[src/rtl/hv_pkg.sv]
package hv_pkg;
  localparam int unsigned MAX_VOTERS = 8;

  // bitwise majority of the lower n bits of v
  function automatic logic vote_bit(input logic [MAX_VOTERS-1:0] v, input int unsigned n);
    int unsigned cnt;
    cnt = 0;
    for (int unsigned i = 0; i < MAX_VOTERS; i++)
      if (i < n && v[i]) cnt++;
    return (cnt * 2) > n;
  endfunction
endpackage

[src/rtl/hv_slot_mux.sv]
module hv_slot_mux #(
  parameter int unsigned N_SLOT = 3,
  parameter int unsigned N_MOD  = 5,
  parameter int unsigned DATA_W = 8,
  parameter int unsigned IDX_W  = 3
) (
  input  logic [N_MOD*DATA_W-1:0]  mod_data_i,
  input  logic [N_SLOT*IDX_W-1:0]  slot_map_i,
  output logic [N_SLOT*DATA_W-1:0] slot_data_o
);
  logic [DATA_W-1:0] mod_arr [N_MOD];

  for (genvar m = 0; m < N_MOD; m++) begin : g_mod
    assign mod_arr[m] = mod_data_i[m*DATA_W +: DATA_W];
  end

  for (genvar k = 0; k < N_SLOT; k++) begin : g_slot
    logic [IDX_W-1:0] sel;
    assign sel = slot_map_i[k*IDX_W +: IDX_W];
    assign slot_data_o[k*DATA_W +: DATA_W] = mod_arr[sel];
  end
endmodule

[src/rtl/hv_majority.sv]
module hv_majority
  import hv_pkg::*;
#(
  parameter int unsigned N_SLOT = 3,
  parameter int unsigned DATA_W = 8
) (
  input  logic [N_SLOT*DATA_W-1:0] slot_data_i,
  output logic [DATA_W-1:0]        voted_o
);
  for (genvar b = 0; b < DATA_W; b++) begin : g_bit
    logic [MAX_VOTERS-1:0] col;
    always_comb begin
      col = '0;
      for (int k = 0; k < int'(N_SLOT); k++) col[k] = slot_data_i[k*DATA_W + b];
    end
    assign voted_o[b] = vote_bit(col, N_SLOT);
  end
endmodule

[src/rtl/hv_compare.sv]
module hv_compare #(
  parameter int unsigned N_SLOT = 3,
  parameter int unsigned DATA_W = 8,
  parameter int unsigned SLOT_W = 2
) (
  input  logic [N_SLOT*DATA_W-1:0] slot_data_i,
  input  logic [DATA_W-1:0]        voted_i,
  output logic                     mism_any_o,
  output logic [SLOT_W-1:0]        mism_slot_o,
  output logic [N_SLOT-1:0]        mism_sel_o
);
  logic [N_SLOT-1:0] mism;

  for (genvar k = 0; k < N_SLOT; k++) begin : g_cmp
    assign mism[k] = slot_data_i[k*DATA_W +: DATA_W] != voted_i;
  end

  // lowest disagreeing slot wins
  always_comb begin
    mism_slot_o = '0;
    mism_sel_o  = '0;
    for (int k = int'(N_SLOT) - 1; k >= 0; k--) begin
      if (mism[k]) begin
        mism_slot_o = SLOT_W'(k);
        mism_sel_o  = N_SLOT'(1) << k;
      end
    end
  end

  assign mism_any_o = |mism;
endmodule

[src/rtl/hv_reconfig.sv]
module hv_reconfig #(
  parameter int unsigned N_SLOT = 3,
  parameter int unsigned N_MOD  = 5,
  parameter int unsigned IDX_W  = 3,
  parameter int unsigned SLOT_W = 2
) (
  input  logic                    clk_i,
  input  logic                    rst_ni,
  input  logic                    mism_any_i,
  input  logic [SLOT_W-1:0]       mism_slot_i,
  output logic [N_SLOT*IDX_W-1:0] slot_map_o,
  output logic                    fault_pulse_o,
  output logic [IDX_W-1:0]        retired_idx_o,
  output logic                    exhausted_o
);
  localparam int unsigned CNT_W = $clog2(N_MOD + 1);
  localparam logic [CNT_W-1:0] FIRST_SPARE = CNT_W'(N_SLOT);
  localparam logic [CNT_W-1:0] MOD_END     = CNT_W'(N_MOD);

  logic [IDX_W-1:0] slot_q [N_SLOT];
  logic [CNT_W-1:0] next_spare_q;
  logic             spare_left;

  assign spare_left = next_spare_q < MOD_END;

  always_ff @(posedge clk_i or negedge rst_ni) begin
    if (!rst_ni) begin
      for (int k = 0; k < int'(N_SLOT); k++) slot_q[k] <= IDX_W'(k);
      next_spare_q  <= FIRST_SPARE;
      fault_pulse_o <= 1'b0;
      retired_idx_o <= '0;
      exhausted_o   <= 1'b0;
    end else begin
      fault_pulse_o <= 1'b0;
      if (mism_any_i) begin
        if (spare_left) begin
          slot_q[mism_slot_i] <= next_spare_q[IDX_W-1:0];
          retired_idx_o       <= slot_q[mism_slot_i];
          next_spare_q        <= next_spare_q + 1'b1;
          fault_pulse_o       <= 1'b1;
        end else begin
          exhausted_o <= 1'b1;
        end
      end
    end
  end

  for (genvar k = 0; k < N_SLOT; k++) begin : g_map
    assign slot_map_o[k*IDX_W +: IDX_W] = slot_q[k];
  end

  AST_SWAP_ON_MISMATCH: assert property (@(posedge clk_i) disable iff (!rst_ni)
    mism_any_i && spare_left |=> fault_pulse_o);
  AST_NO_SWAP_IDLE: assert property (@(posedge clk_i) disable iff (!rst_ni)
    !mism_any_i |=> !fault_pulse_o && $stable(slot_map_o));
  AST_EXHAUST_STICKY: assert property (@(posedge clk_i) disable iff (!rst_ni)
    exhausted_o |=> exhausted_o);
  AST_EXHAUST_NO_PULSE: assert property (@(posedge clk_i) disable iff (!rst_ni)
    mism_any_i && !spare_left |=> !fault_pulse_o && $stable(slot_map_o));
  AST_SPARE_ASCEND: assert property (@(posedge clk_i) disable iff (!rst_ni)
    fault_pulse_o |-> next_spare_q == $past(next_spare_q) + 1'b1);
endmodule

[src/rtl/hybrid_redundancy_voter.sv]
module hybrid_redundancy_voter #(
  parameter int unsigned N_PRIMARY = 3,
  parameter int unsigned N_SPARE   = 2,
  parameter int unsigned DATA_W    = 8
) (
  input  logic                                      clk_i,
  input  logic                                      rst_ni,
  input  logic [(N_PRIMARY+N_SPARE)*DATA_W-1:0]     mod_data_i,
  output logic [DATA_W-1:0]                         voted_o,
  output logic                                      fault_pulse_o,
  output logic [$clog2(N_PRIMARY+N_SPARE)-1:0]      retired_idx_o,
  output logic                                      spares_exhausted_o
);
  localparam int unsigned N_MOD  = N_PRIMARY + N_SPARE;
  localparam int unsigned IDX_W  = $clog2(N_MOD);
  localparam int unsigned SLOT_W = $clog2(N_PRIMARY);

  logic [N_PRIMARY*IDX_W-1:0]  slot_map;
  logic [N_PRIMARY*DATA_W-1:0] slot_data;
  logic                        mism_any;
  logic [SLOT_W-1:0]           mism_slot;
  logic [N_PRIMARY-1:0]        mism_sel;

  hv_slot_mux #(.N_SLOT(N_PRIMARY), .N_MOD(N_MOD), .DATA_W(DATA_W), .IDX_W(IDX_W)) u_mux (
    .mod_data_i (mod_data_i),
    .slot_map_i (slot_map),
    .slot_data_o(slot_data)
  );

  hv_majority #(.N_SLOT(N_PRIMARY), .DATA_W(DATA_W)) u_vote (
    .slot_data_i(slot_data),
    .voted_o    (voted_o)
  );

  hv_compare #(.N_SLOT(N_PRIMARY), .DATA_W(DATA_W), .SLOT_W(SLOT_W)) u_cmp (
    .slot_data_i(slot_data),
    .voted_i    (voted_o),
    .mism_any_o (mism_any),
    .mism_slot_o(mism_slot),
    .mism_sel_o (mism_sel)
  );

  hv_reconfig #(.N_SLOT(N_PRIMARY), .N_MOD(N_MOD), .IDX_W(IDX_W), .SLOT_W(SLOT_W)) u_cfg (
    .clk_i        (clk_i),
    .rst_ni       (rst_ni),
    .mism_any_i   (mism_any),
    .mism_slot_i  (mism_slot),
    .slot_map_o   (slot_map),
    .fault_pulse_o(fault_pulse_o),
    .retired_idx_o(retired_idx_o),
    .exhausted_o  (spares_exhausted_o)
  );

  AST_ONE_SLOT_ACTED: assert property (@(posedge clk_i) disable iff (!rst_ni)
    $onehot0(mism_sel) && (mism_any == (mism_sel != '0)));
  AST_UNANIMOUS_VOTE: assert property (@(posedge clk_i) disable iff (!rst_ni)
    !mism_any |-> voted_o == slot_data[DATA_W-1:0]);
  AST_RETIRED_GONE: assert property (@(posedge clk_i) disable iff (!rst_ni)
    fault_pulse_o |-> slot_map[mism_slot*IDX_W +: IDX_W] != retired_idx_o || $past(mism_slot) != mism_slot);
endmodule

[config.mk]
export PLATFORM = sky130hd
export DESIGN_NAME = hybrid_redundancy_voter
export DESIGN_NICKNAME = d
export VERILOG_FILES = /design/src/rtl/hv_pkg.sv /design/src/rtl/hv_slot_mux.sv /design/src/rtl/hv_majority.sv /design/src/rtl/hv_compare.sv /design/src/rtl/hv_reconfig.sv /design/src/rtl/hybrid_redundancy_voter.sv
export SDC_FILE = /design/constraint.sdc
export NUM_CORES = 1
export LEC_CHECK = 0
export BUFFER_PORTS_ARGS = -buffer_cell sky130_fd_sc_hd__buf_4
export CAP_MARGIN = 20
export CORE_MARGIN = 1.5
export CORE_UTILIZATION = 45
export CTS_CLUSTER_SIZE = 40
export DETAILED_ROUTE_END_ITERATION = 10
export PLACE_DENSITY = 0.71
export REMOVE_ABC_BUFFERS = 1
export SETUP_SLACK_MARGIN = 0.3
export SLEW_MARGIN = 40
export SYNTH_ARGS = -nofsm -noshare
export SYNTH_HDL_FRONTEND = slang
export SYNTH_HIERARCHICAL = 1
export SYNTH_SLANG_ARGS = --single-unit
export TNS_END_PERCENT = 10
[constraint.sdc]
create_clock -name clk_i -period 3.8 [get_ports clk_i]
set_clock_uncertainty 0.1 [all_clocks]
set_input_delay 0.38 -clock clk_i [delete_from_list [all_inputs] [get_ports clk_i]]
set_output_delay 0.38 -clock clk_i [all_outputs]
set_load 0.01 [all_outputs]
# Word-level counts from Yosys, hierarchy flattened
# Index checks and enable logic that the tools add are counted.
# word_totals
reg_bits	17
latch_bits	0
ram_bits	0
romBits	0
in_bits	42
out_inout_bits	13
word_cells	94
mem_count	0
# classes
n_addsub	17
n_mul	0
div	0
magnitude_cmp	14
eq_ne	3
n_shift	0
n_mux	44
bitwise	5
n_reduce_logical	4
# op_table
operator	count
$mux 31	11
$gt 32x2->1 const B	8
$add 31x1->31 const B	8
$bmux 8 s3	3
$mux 8	6
$ne 8x8->1	3
$add 1x1->2 const B	8
$mux 2	8
$ge 4x4->1 const B	3
$not 3->4	3
$mux 1	10
$bwmux 9	1
$mux 3	3
$bmux 3 s2	1
$demux 3 s2	1
$reduce_and 2->1	2
$add 3x1->3 const B	1
$ge 3x3->1 const B	1
$lt 3x1->1 const B	1
$lt 3x3->1 const B	1
$not 2->3	1
$reduce_or 3->1	1
$logic_and 1x1->1	1
$not 1->1	1

# Longest topological paths before layout
# Gate-level depths: netlist of run 1.
# depth
depth_word	20
mapped_depth	18
depth_no_buf	14

# By module
# Netlist of run 1, hierarchy kept.
# by_module_without_submodules
module	n_inst	cells_per_inst	area_each_um2	seq_area_each_um2
hv_slot_mux	1	123	1044.8	0.0
hv_reconfig	1	51	742.0	430.4
hv_majority	1	56	410.4	0.0
hv_compare	1	38	311.5	0.0

# Worst setup path before layout of run 1
# Ideal clock, no wire load.
# synth_timing
path_type	reg2reg
from	register u_cfg.slot_q, in the netlist u_cfg/slot_map_o[3]
to	register u_cfg.slot_q, in the netlist u_cfg/slot_map_o[4]
setup_time_ns	0.125
t_arrival_ns	3.640
t_required_ns	3.575
path_slack_ns	-0.065
path_stages_with_launch	19
path_buffers	4
period_less_slack_ns	3.865
path_cell_list	dfstp_2 -> buf_4 -> buf_6 -> mux2i_1 -> o22ai_1 -> a21o_1 -> inv_1 -> ha_1 -> nand2b_1 -> a22o_1 -> xor2_1 -> nor4_2 -> nand2_2 -> nor4_2 -> buf_4 -> buf_2 -> nor2b_2 -> nand3_1 -> mux2_2
# synth_between
elab_chain_cells	18
elab_cells_between_ends	51
classes_between	add/sub: 8; order compare: 10; eq/ne: 3; mux: 25; bitwise: 2; reduce/logical: 3
# synth_lines
item	line	text
start, declared	hv_reconfig.sv:20	logic [IDX_W-1:0] slot_q [N_SLOT];
start signal, assigned by index	hv_reconfig.sv:37	slot_q[mism_slot_i] <= next_spare_q[IDX_W-1:0];
$not 3->4 (implied by the code) *	hv_slot_mux.sv:20	assign slot_data_o[k*DATA_W +: DATA_W] = mod_arr[sel];
$bmux 8 s3 *	hv_slot_mux.sv:20	
$mux 8 (implied by the code) * (2 in a row)	hv_slot_mux.sv:20	
via slot_data[9]	hybrid_redundancy_voter.sv:19	logic [N_PRIMARY*DATA_W-1:0] slot_data;
$mux 2 *	hv_pkg.sv:9	if (i < n && v[i]) cnt++;
$add 31x1->31	hv_pkg.sv:9	
$mux 31 *	hv_pkg.sv:9	
$gt 32x2->1 *	hv_pkg.sv:10	return (cnt * 2) > n;
via voted_o[1]	hybrid_redundancy_voter.sv:9	output logic [DATA_W-1:0] voted_o,
(+3 left out)	--	
$mux 2 *	hv_compare.sv:23	if (mism[k]) begin
via mism_slot[1]	hybrid_redundancy_voter.sv:21	logic [SLOT_W-1:0] mism_slot;
$not 2->3 (implied by the code) *	hv_reconfig.sv:37	
$ge 3x3->1 (implied by the code) / $lt 3x1->1 (equally long branches)	hv_reconfig.sv:37	
$logic_and 1x1->1 (implied by the code)	hv_reconfig.sv:37	
$mux 3 (implied by the code)	hv_reconfig.sv:37	
$demux 3 s2 *	hv_reconfig.sv:37	
$bwmux 9 *	hv_reconfig.sv:37	
# Mark *: on every way through the listed nets, which the timed path passes. The rest lies on a longest branch. The select of a mux whose other input is x is not followed.
# A chain may end at the register's enable or synchronous reset.

# Worst setup path after layout of run 1
# layout_timing
from	register u_cfg.slot_q, in the netlist u_cfg/slot_map_o[3]
to	register u_cfg.retired_idx_o[0]
# layout_between
elab_chain_cells	16
elab_cells_between_ends	48
classes_between	add/sub: 8; order compare: 8; eq/ne: 3; mux: 25; bitwise: 2; reduce/logical: 2
# layout_lines
item	line	text
$not 3->4 (implied by the code) *	hv_slot_mux.sv:20	
$bmux 8 s3 *	hv_slot_mux.sv:20	
$mux 8 (implied by the code) * (2 in a row)	hv_slot_mux.sv:20	
via slot_data[12]	hybrid_redundancy_voter.sv:19	
$mux 31	hv_pkg.sv:9	
$add 31x1->31	hv_pkg.sv:9	
$mux 31	hv_pkg.sv:9	
$gt 32x2->1	hv_pkg.sv:10	
$ne 8x8->1	hv_compare.sv:15	assign mism[k] = slot_data_i[k*DATA_W +: DATA_W] != voted_i;
$mux 2 (3 in a row)	hv_compare.sv:23	
$not 2->3 (implied by the code)	hv_reconfig.sv:38	retired_idx_o <= slot_q[mism_slot_i];
$bmux 3 s2	hv_reconfig.sv:38	
$mux 3 (implied by the code) (2 in a row)	hv_reconfig.sv:38	
end signal, assigned	hv_reconfig.sv:38	
end, declared	hv_reconfig.sv:13	output logic [IDX_W-1:0] retired_idx_o,
# Marked as above.

==> run metrics, run 1 <==
P_leak=approximately 1.6 nW; Switching Fraction=approximately 45%; Area Overhead vs Synth=37.9%; FP Rows=27; Initial Utilization=a little under half; Final Hold Fails=0; asr flop ratio synth=between 90% and 100%; Clk Latency, worst-skew pair=0.26 ns; top_reg_cell synth=dfrtp_1; Setup-failing EPs final=0; startpoint type of the worst setup path=flip-flop; pwr dens=757 nW/um^2; Setup CP Type=flip-flop to flip-flop; H-tree depth=1; Cells after DPL=415; fill cell count=~470; Yosys cell types=~40; Die Span X=around 78 um; P_sw=between 1 and 1.5 mW; CTS Buf Count=3; Slew HR=72.6%; RD Place Congestion=around 0.88; Multi-input gate area=1980 sq um; I/O Buffers=54; drt pass-1 iters=4; initial antenna violation count=0; RSZ-0062 raised after global routing=true; Simple-Gate Fraction of Synth Area=approximately 14%; top cell type's share of synthesized area=between 10% and 20%; CTS Root Cell=clkbuf_8; Post-synth EDFFs=0; CTS tree=built; largest cells by area after synthesis=mux2i_1 17%, dfrtp_1 13%, ha_1 8.5%; first-pass GRT wire length=11900 um; Core ar.=about 5400 sq um; area share of fa/ha/maj cells after synthesis=8.48%; DRC violations left=0; global route overflow=0; clk slew on worst S/H paths=around 0.070 ns; vias per cell=approximately 5.6; CP endpoint kind=flip-flop; Final period util=97.0%; vias in the first global route=between 2k and 2.5k; Final nets=420; P_int=about 1.4 mW; post-DP HPWL=roughly 5500 um; layout cell share with drive strength beyond 1=between 40% and 50%; n_diodes=0; die area=a little over 6000 sq um; Compound-Gate Fraction of Synth Area=16.4%; Synth Warn #=6; xor-xnor portion of the synthesized cell area=a little under a tenth; Least-Margin Pin Slew=between 0.4 and 0.5 ns; maximum fanout along the worst path=8; Vert. Die Dim=around 78 um; largest net degree at the start of global routing=18; register area=430 sq um; vias post-DR=~2.4k; DR WL/cell=~17 um; Clock Power Share=5.2%; Placement Setup Slack=0.0435 ns; synthesis-stage register bit count=17; combinational power share=around four fifths; Post-Route WL=between 7000 and 8000 um; Total Routing Usage GR=24.6%; Post-Layout Cell Count=around 430; mux cell area share after synthesis=27.1%; Max Slew Vio Count=0; CTS sink count=17; cells after synthesis=between 200 and 300; Max Fclk=~270 MHz; top-count cell post-synth=mux2i_1; Final ANT Viol Nets=0; Worst Slack Setup Final=0.116 ns; IO Pins=55; overall power=between 2 and 3 mW; crit path DAT=roughly 3.7 ns; sequential area share after synthesis=~17%; Hold Path Class=flip-flop to flip-flop; Max VDD drop=between 0.4 and 0.5 mV; Iteration-0 DRC Markers=99; Post-Syn Area=roughly 2500 sq um; total of max-cap violations=0; total negative setup slack=0 ns; top cells by count, synth=42 x mux2i_1, 27 x inv_1, 18 x xnor2_1, 17 x ha_1, 15 x mux2_2; Final min period=3.68 ns; main combinational cell family by area after synthesis=multiplexers; Flop pwr share=13.2%; Post-Syn Area per Cell=9.36 sq um; status=completed; clk buf depth=2; post-synth top area cell=mux2i_1; Critical Path RT=roughly 3.9 ns
area by class of cell:
class                           instances  share of cell area, %
Sequential cell                        17                   12.4
Timing Repair Buffer                  102                   23.6
Inverter                               27                   2.93
Multi-Input combinational cell        210                   57.1
Tap cell                               72                   2.60
Clock buffer                            4                   1.30
worst max-delay path, cell delays in order (launching register included):
cell       delay (ns)
dfstp_2          0.59
buf_12           0.14
buf_8            0.11
mux2i_1          0.20
o22ai_1          0.10
a21o_1           0.17
inv_1            0.06
ha_1             0.22
nand2b_4         0.14
a22o_1           0.20
xor2_1           0.17
nor4_2           0.38
nand2_2          0.12
nor4_2           0.15
buf_4            0.20
mux2i_1          0.20
o2bb2ai_1        0.08
mux2_2           0.26
worst paths after layout:
path / depth (start not counted) / slack [ns] / start / end
min reg2reg: 1 / 0.39 / u_cfg/exhausted_o / u_cfg/exhausted_o
max reg2reg: 17 / 0.12 / u_cfg/slot_map_o[3] / u_cfg/retired_idx_o[0]
max: 17 / 0.12 / u_cfg/slot_map_o[3] / u_cfg/retired_idx_o[0]
max in group asynchronous: 2 / 2.93 / rst_ni / u_cfg/slot_map_o[7]
min in group asynchronous: 2 / 0.41 / rst_ni / u_cfg/retired_idx_o[1]
min: 1 / 0.39 / u_cfg/exhausted_o / u_cfg/exhausted_o
power groups by stage:
stage / logic [mW] / clock network, mW / registers, mW
after floorplan: 1.12 / 0 / 0.385
after global placement: 1.82 / 0 / 0.345
after detailed placement: 1.87 / 0 / 0.346
after CTS: 2.08 / 0.139 / 0.344
after global routing: 2.31 / 0.145 / 0.354
final: 2.14 / 0.136 / 0.345
per-stage QoR:
| step | hold WS [ns] | cell area, sq um | util [%] |
|---|---|---|---|
| CTS | 0.396 | 3420 | 63.0 |
| floorplan | -0.0156 | 2400 | - |
| global placement | 0.147 | 3190 | 58.6 |
| finish | 0.391 | 3460 | 63.6 |
| detailed placement | 0.153 | 3190 | 58.6 |
| global route | 0.416 | 3460 | 63.6 |
cells by family after synthesis:
family                     Yosys count
buffers and inverters               41
muxes                               63
and+or+nand+nor                     52
adders and majority gates           17
xor gates and xnor gates            26
AOI/OAI and AO/OA                   52
DFF                                 17
state kept, by name (all words and copies together) (netlist names):
register,cells
u_cfg/slot_map_o,9
u_cfg/next_spare_q,3
u_cfg/retired_idx_o,3
u_cfg/exhausted_o,1
u_cfg/fault_pulse_o,1
cell usage in the layout (no fill, tap or decap), drive strengths merged, types with 5 or more instances in the layout:
| master | count |
|---|---|
| nand4 | 5 |
| xnor2 | 18 |
| a22o | 8 |
| nand2 | 7 |
| mux2 | 21 |
| o22ai | 13 |
| dfrtp | 13 |
| a21o | 10 |
| inv | 27 |
| nand2b | 11 |
| mux2i | 42 |
| nor2 | 11 |
| ha | 17 |
| buf | 101 |
| xor2 | 8 |
| a221o | 6 |
per-layer routing:
metal  vias up  part of all wire, %  GRT usage (%)
li1       1153                    -              -
met1      1165                   44           32.6
met2        81                   47           41.3
met3        19                  5.2           2.00
met4         0                  3.3           9.27
met5         -                    0              0
repair_timing:
action                                  4_1_cts  5_1_grt
pin swaps                                    14        6
endpoints found under the setup margin       13       17
gates resized for setup                      18        3
buffers inserted                              9        3
hold buffers                                  1        0
hold endpoints to repair                     13        0
Power figures use the tool's default switching activity.
==> inputs of run 2 (changes only) <==
--- a/config.mk
+++ b/config.mk
@@ -11,12 +11,11 @@
 export CORE_UTILIZATION = 45
 export CTS_CLUSTER_SIZE = 40
 export DETAILED_ROUTE_END_ITERATION = 10
-export PLACE_DENSITY = 0.71
+export PLACE_DENSITY = 0.7
 export REMOVE_ABC_BUFFERS = 1
 export SETUP_SLACK_MARGIN = 0.3
 export SLEW_MARGIN = 40
 export SYNTH_ARGS = -nofsm -noshare
 export SYNTH_HDL_FRONTEND = slang
-export SYNTH_HIERARCHICAL = 1
 export SYNTH_SLANG_ARGS = --single-unit
 export TNS_END_PERCENT = 10
==> run 2 against run 1 <==
  * Routed wire length rose by 43%
  * Synthesized cell count rose by 33%
  * Clock power barely moved
  * Critical path type unchanged
==> run metrics, run 2 <==
status=completed; Final ANT Viol Nets=0 (unchanged); Least-Margin Pin Slew=0.526 ns (+0.119 ns); cells after synthesis=356 (+33%); clk slew on worst S/H paths=0.06 ns (about the same); R2R Path End=u_cfg.slot_map_o[8]; Synth Warn #=0 (-6); Post-Syn Area per Cell=8.19 sq um (-13%); I/O Buffers=54 (unchanged); R2R depth=12 (-5); Critical Path RT=3.88 ns (+0.03 ns); crit path DAT=3.87 ns (+0.14 ns); Max Fclk=264 MHz (-2.8%); CTS tree=built; Post-Layout Cell Count=532 (+23%); IO Pins=55 (unchanged); RD Place Congestion=1.03 (+18%); Cells after DPL=520 (+25%); Slew HR=65.0% (-7.7 points); Hold Path Class=flip-flop to flip-flop; largest net degree at the start of global routing=18 (unchanged); reg2reg setup slack=0.009 ns (-0.11 ns); Area Overhead vs Synth=35.5%; largest cells by area after synthesis=mux2i_1 13%, dfrtp_1 11%, ha_1 7.3%; H-tree depth=1 (unchanged); Initial Utilization=46.2% (+0.051 points); most common cell after layout, fill and taps aside=buf_4; Iteration-0 DRC Markers=362 (+270%); Final Hold Fails=0 (unchanged); DRC violations left=0 (unchanged); die area=6970 sq um (+16%); Hold Crit Start=u_cfg.exhausted_o; fill cell count=556 (+17%); n_diodes=0 (unchanged); Post-Route WL=10400 um (+43%); Final period util=99.8% (+2.8 points); vias post-DR=3385 (+40%); Setup CP Type=flip-flop to flip-flop; clk buf depth=2 (unchanged); Multi-input gate area=2390 sq um (+21%); P_leak=1.72 nW (+4.5%); Core ar.=6310 sq um (+16%); layout cell share with drive strength beyond 1=38.9% (-4.2 points); worst hold endpoint=u_cfg.exhausted_o; CP endpoint kind=flip-flop; synthesis-stage register bit count=17 (unchanged); total negative setup slack=0 ns (unchanged); vias per cell=6.36 (+14%); global route overflow=0 (unchanged); Vert. Die Dim=83.5 um (+7.5%); Post-Syn Area=2920 sq um (+16%); drt pass-1 iters=6 (+2); Final min period=3.79 ns (+0.107 ns); Post-synth EDFFs=0 (unchanged); maximum fanout along the worst path=6 (-2); vias in the first global route=3084 (+25%); reg2reg start=u_cfg.slot_map_o[0]; CTS sink count=17 (unchanged); initial antenna violation count=0 (unchanged); register area=434 sq um (+0.87%); Worst setup startpoint=u_cfg.slot_map_o[0]; post-DP HPWL=8310 um (+52%); CTS Buf Count=3 (unchanged); post-synth top area cell=mux2i_1; FP Rows=29 (+7.4%); top cell type's share of synthesized area=13.4% (-3.4 points); Yosys cell types=71 (+73%); first-pass GRT wire length=15900 um (+34%); RSZ-0062 raised after global routing=true; CTS Root Cell=clkbuf_8; Final nets=515 (+23%); most frequent cells in the layout=110 x buf_4, 39 x mux2i_1, 29 x inv_1; Worst Hold Path Cells=1 (unchanged); DR WL/cell=19.6 um (+16%); Die Span X=83.5 um (+7.5%); Max VDD drop=0.573 mV (+20%); Total Routing Usage GR=28.4% (+3.7 points); asr flop ratio synth=100% (unchanged); top_reg_cell synth=dfrtp_1; max reg flops=9 (unchanged); Max Slew Vio Count=0 (unchanged); pwr dens=890 nW/um^2 (+18%); startpoint type of the worst setup path=flip-flop; total of max-cap violations=0 (unchanged); Clk Latency, worst-skew pair=0.25 ns (about the same); top-count cell post-synth=mux2i_1; top cells by count, synth=39 x mux2i_1, 29 x inv_1, 26 x nand2_1, 17 x ha_1; sequential area share after synthesis=14.8% (-2.4 points); Setup-failing EPs final=0 (unchanged)
## run 2: changes by cell type after synthesis, sizes merged, moves of 8 or more
cell	delta
a21oi	+18
a31oi	+8
mux2	-11
nand2	+20
nand3	+10
nor3	+14
o21ai	+8
xnor2	-18
## run 2: how the worst max path moves through the flow
stage                           to  slack [ns]  cells after the start
2_1_floorplan  u_cfg.slot_map_o[4]       -0.14                     12
3_3_place_gp   u_cfg.slot_map_o[4]       -0.01                     12
3_5_place_dp   u_cfg.slot_map_o[4]       -0.15                     13
4_1_cts        u_cfg.slot_map_o[8]        0.02                     14
5_1_grt        u_cfg.slot_map_o[8]       -0.10                     14
6_report       u_cfg.slot_map_o[8]       0.009                     12
## run 2: layout make-up
class	count	area share (%)
Multi-Input combinational cell	290	60.5
Clock inverter	1	0.127
Sequential cell	17	11.0
Clock buffer	3	1.04
Inverter	30	2.85
Tap cell	77	2.44
Timing Repair Buffer	114	22.0
## run 2: metal layers
metal	vias to the layer above	global-route usage [%]	part of all wire [%]
li1	1559	-	-
met1	1637	41.1	45
met2	179	46.2	47
met3	10	3.26	7.2
met4	0	4.77	0.57
met5	-	0	0
## run 2: critical path, cell delays in order (launching register included)
cell and delay [ns]:
dfrtp_2 0.45, or4b_1 0.55, o221ai_2 0.10, a31oi_1 0.09, ha_1 0.35, or3_1 0.38, o2111ai_1 0.16, o2111ai_1 0.16
a2111oi_2 0.45, nand4_1 0.14, buf_4 0.17, or4_4 0.48, a21oi_2 0.13
## run 2: kinds of logic after synthesis
group | after synthesis | synth area share (%)
AOI/OAI and AO/OA | 106 | 28.6
xor gates and xnor gates | 1 | 0.300
and+or+nand+nor | 117 | 24.0
adders and majority gates | 17 | 7.30
muxes | 49 | 17.4
DFF | 17 | 14.8
buffers and inverters | 49 | 7.68
## run 2: what timing repair did
item | CTS | global route
setup buffers | 1 | 6
pin swaps | 4 | 12
hold buffers | 1 | 0
resized for setup | 7 | 27
endpoints found under the hold margin | 13 | 0
gates cloned | 0 | 0
setup endpoints to repair | 17 | 17
## run 2: power breakdown
group / internal, mW / switching, mW
Clock: 0.0728 / 0.0597
Sequential: 0.267 / 0.122
Combinational: 1.41 / 1.58
Total: 1.75 / 1.76
## run 2: metrics by stage
| stage | hold slack (ns) | setup slack, ns | power, mW | utilization [%] | area (sq um) |
|---|---|---|---|---|---|
| after floorplan | -0.0156 | -0.142 | 2.01 | - | 2800 |
| after global placement | 0.152 | -0.0134 | 3.03 | 58.5 | 3700 |
| after detailed placement | 0.151 | -0.152 | 3.08 | 58.5 | 3700 |
| after CTS | 0.371 | 0.0194 | 3.27 | 59.9 | 3780 |
| after global routing | 0.384 | -0.100 | 3.75 | 62.6 | 3950 |
| final | 0.372 | 0.00878 | 3.52 | 62.6 | 3950 |
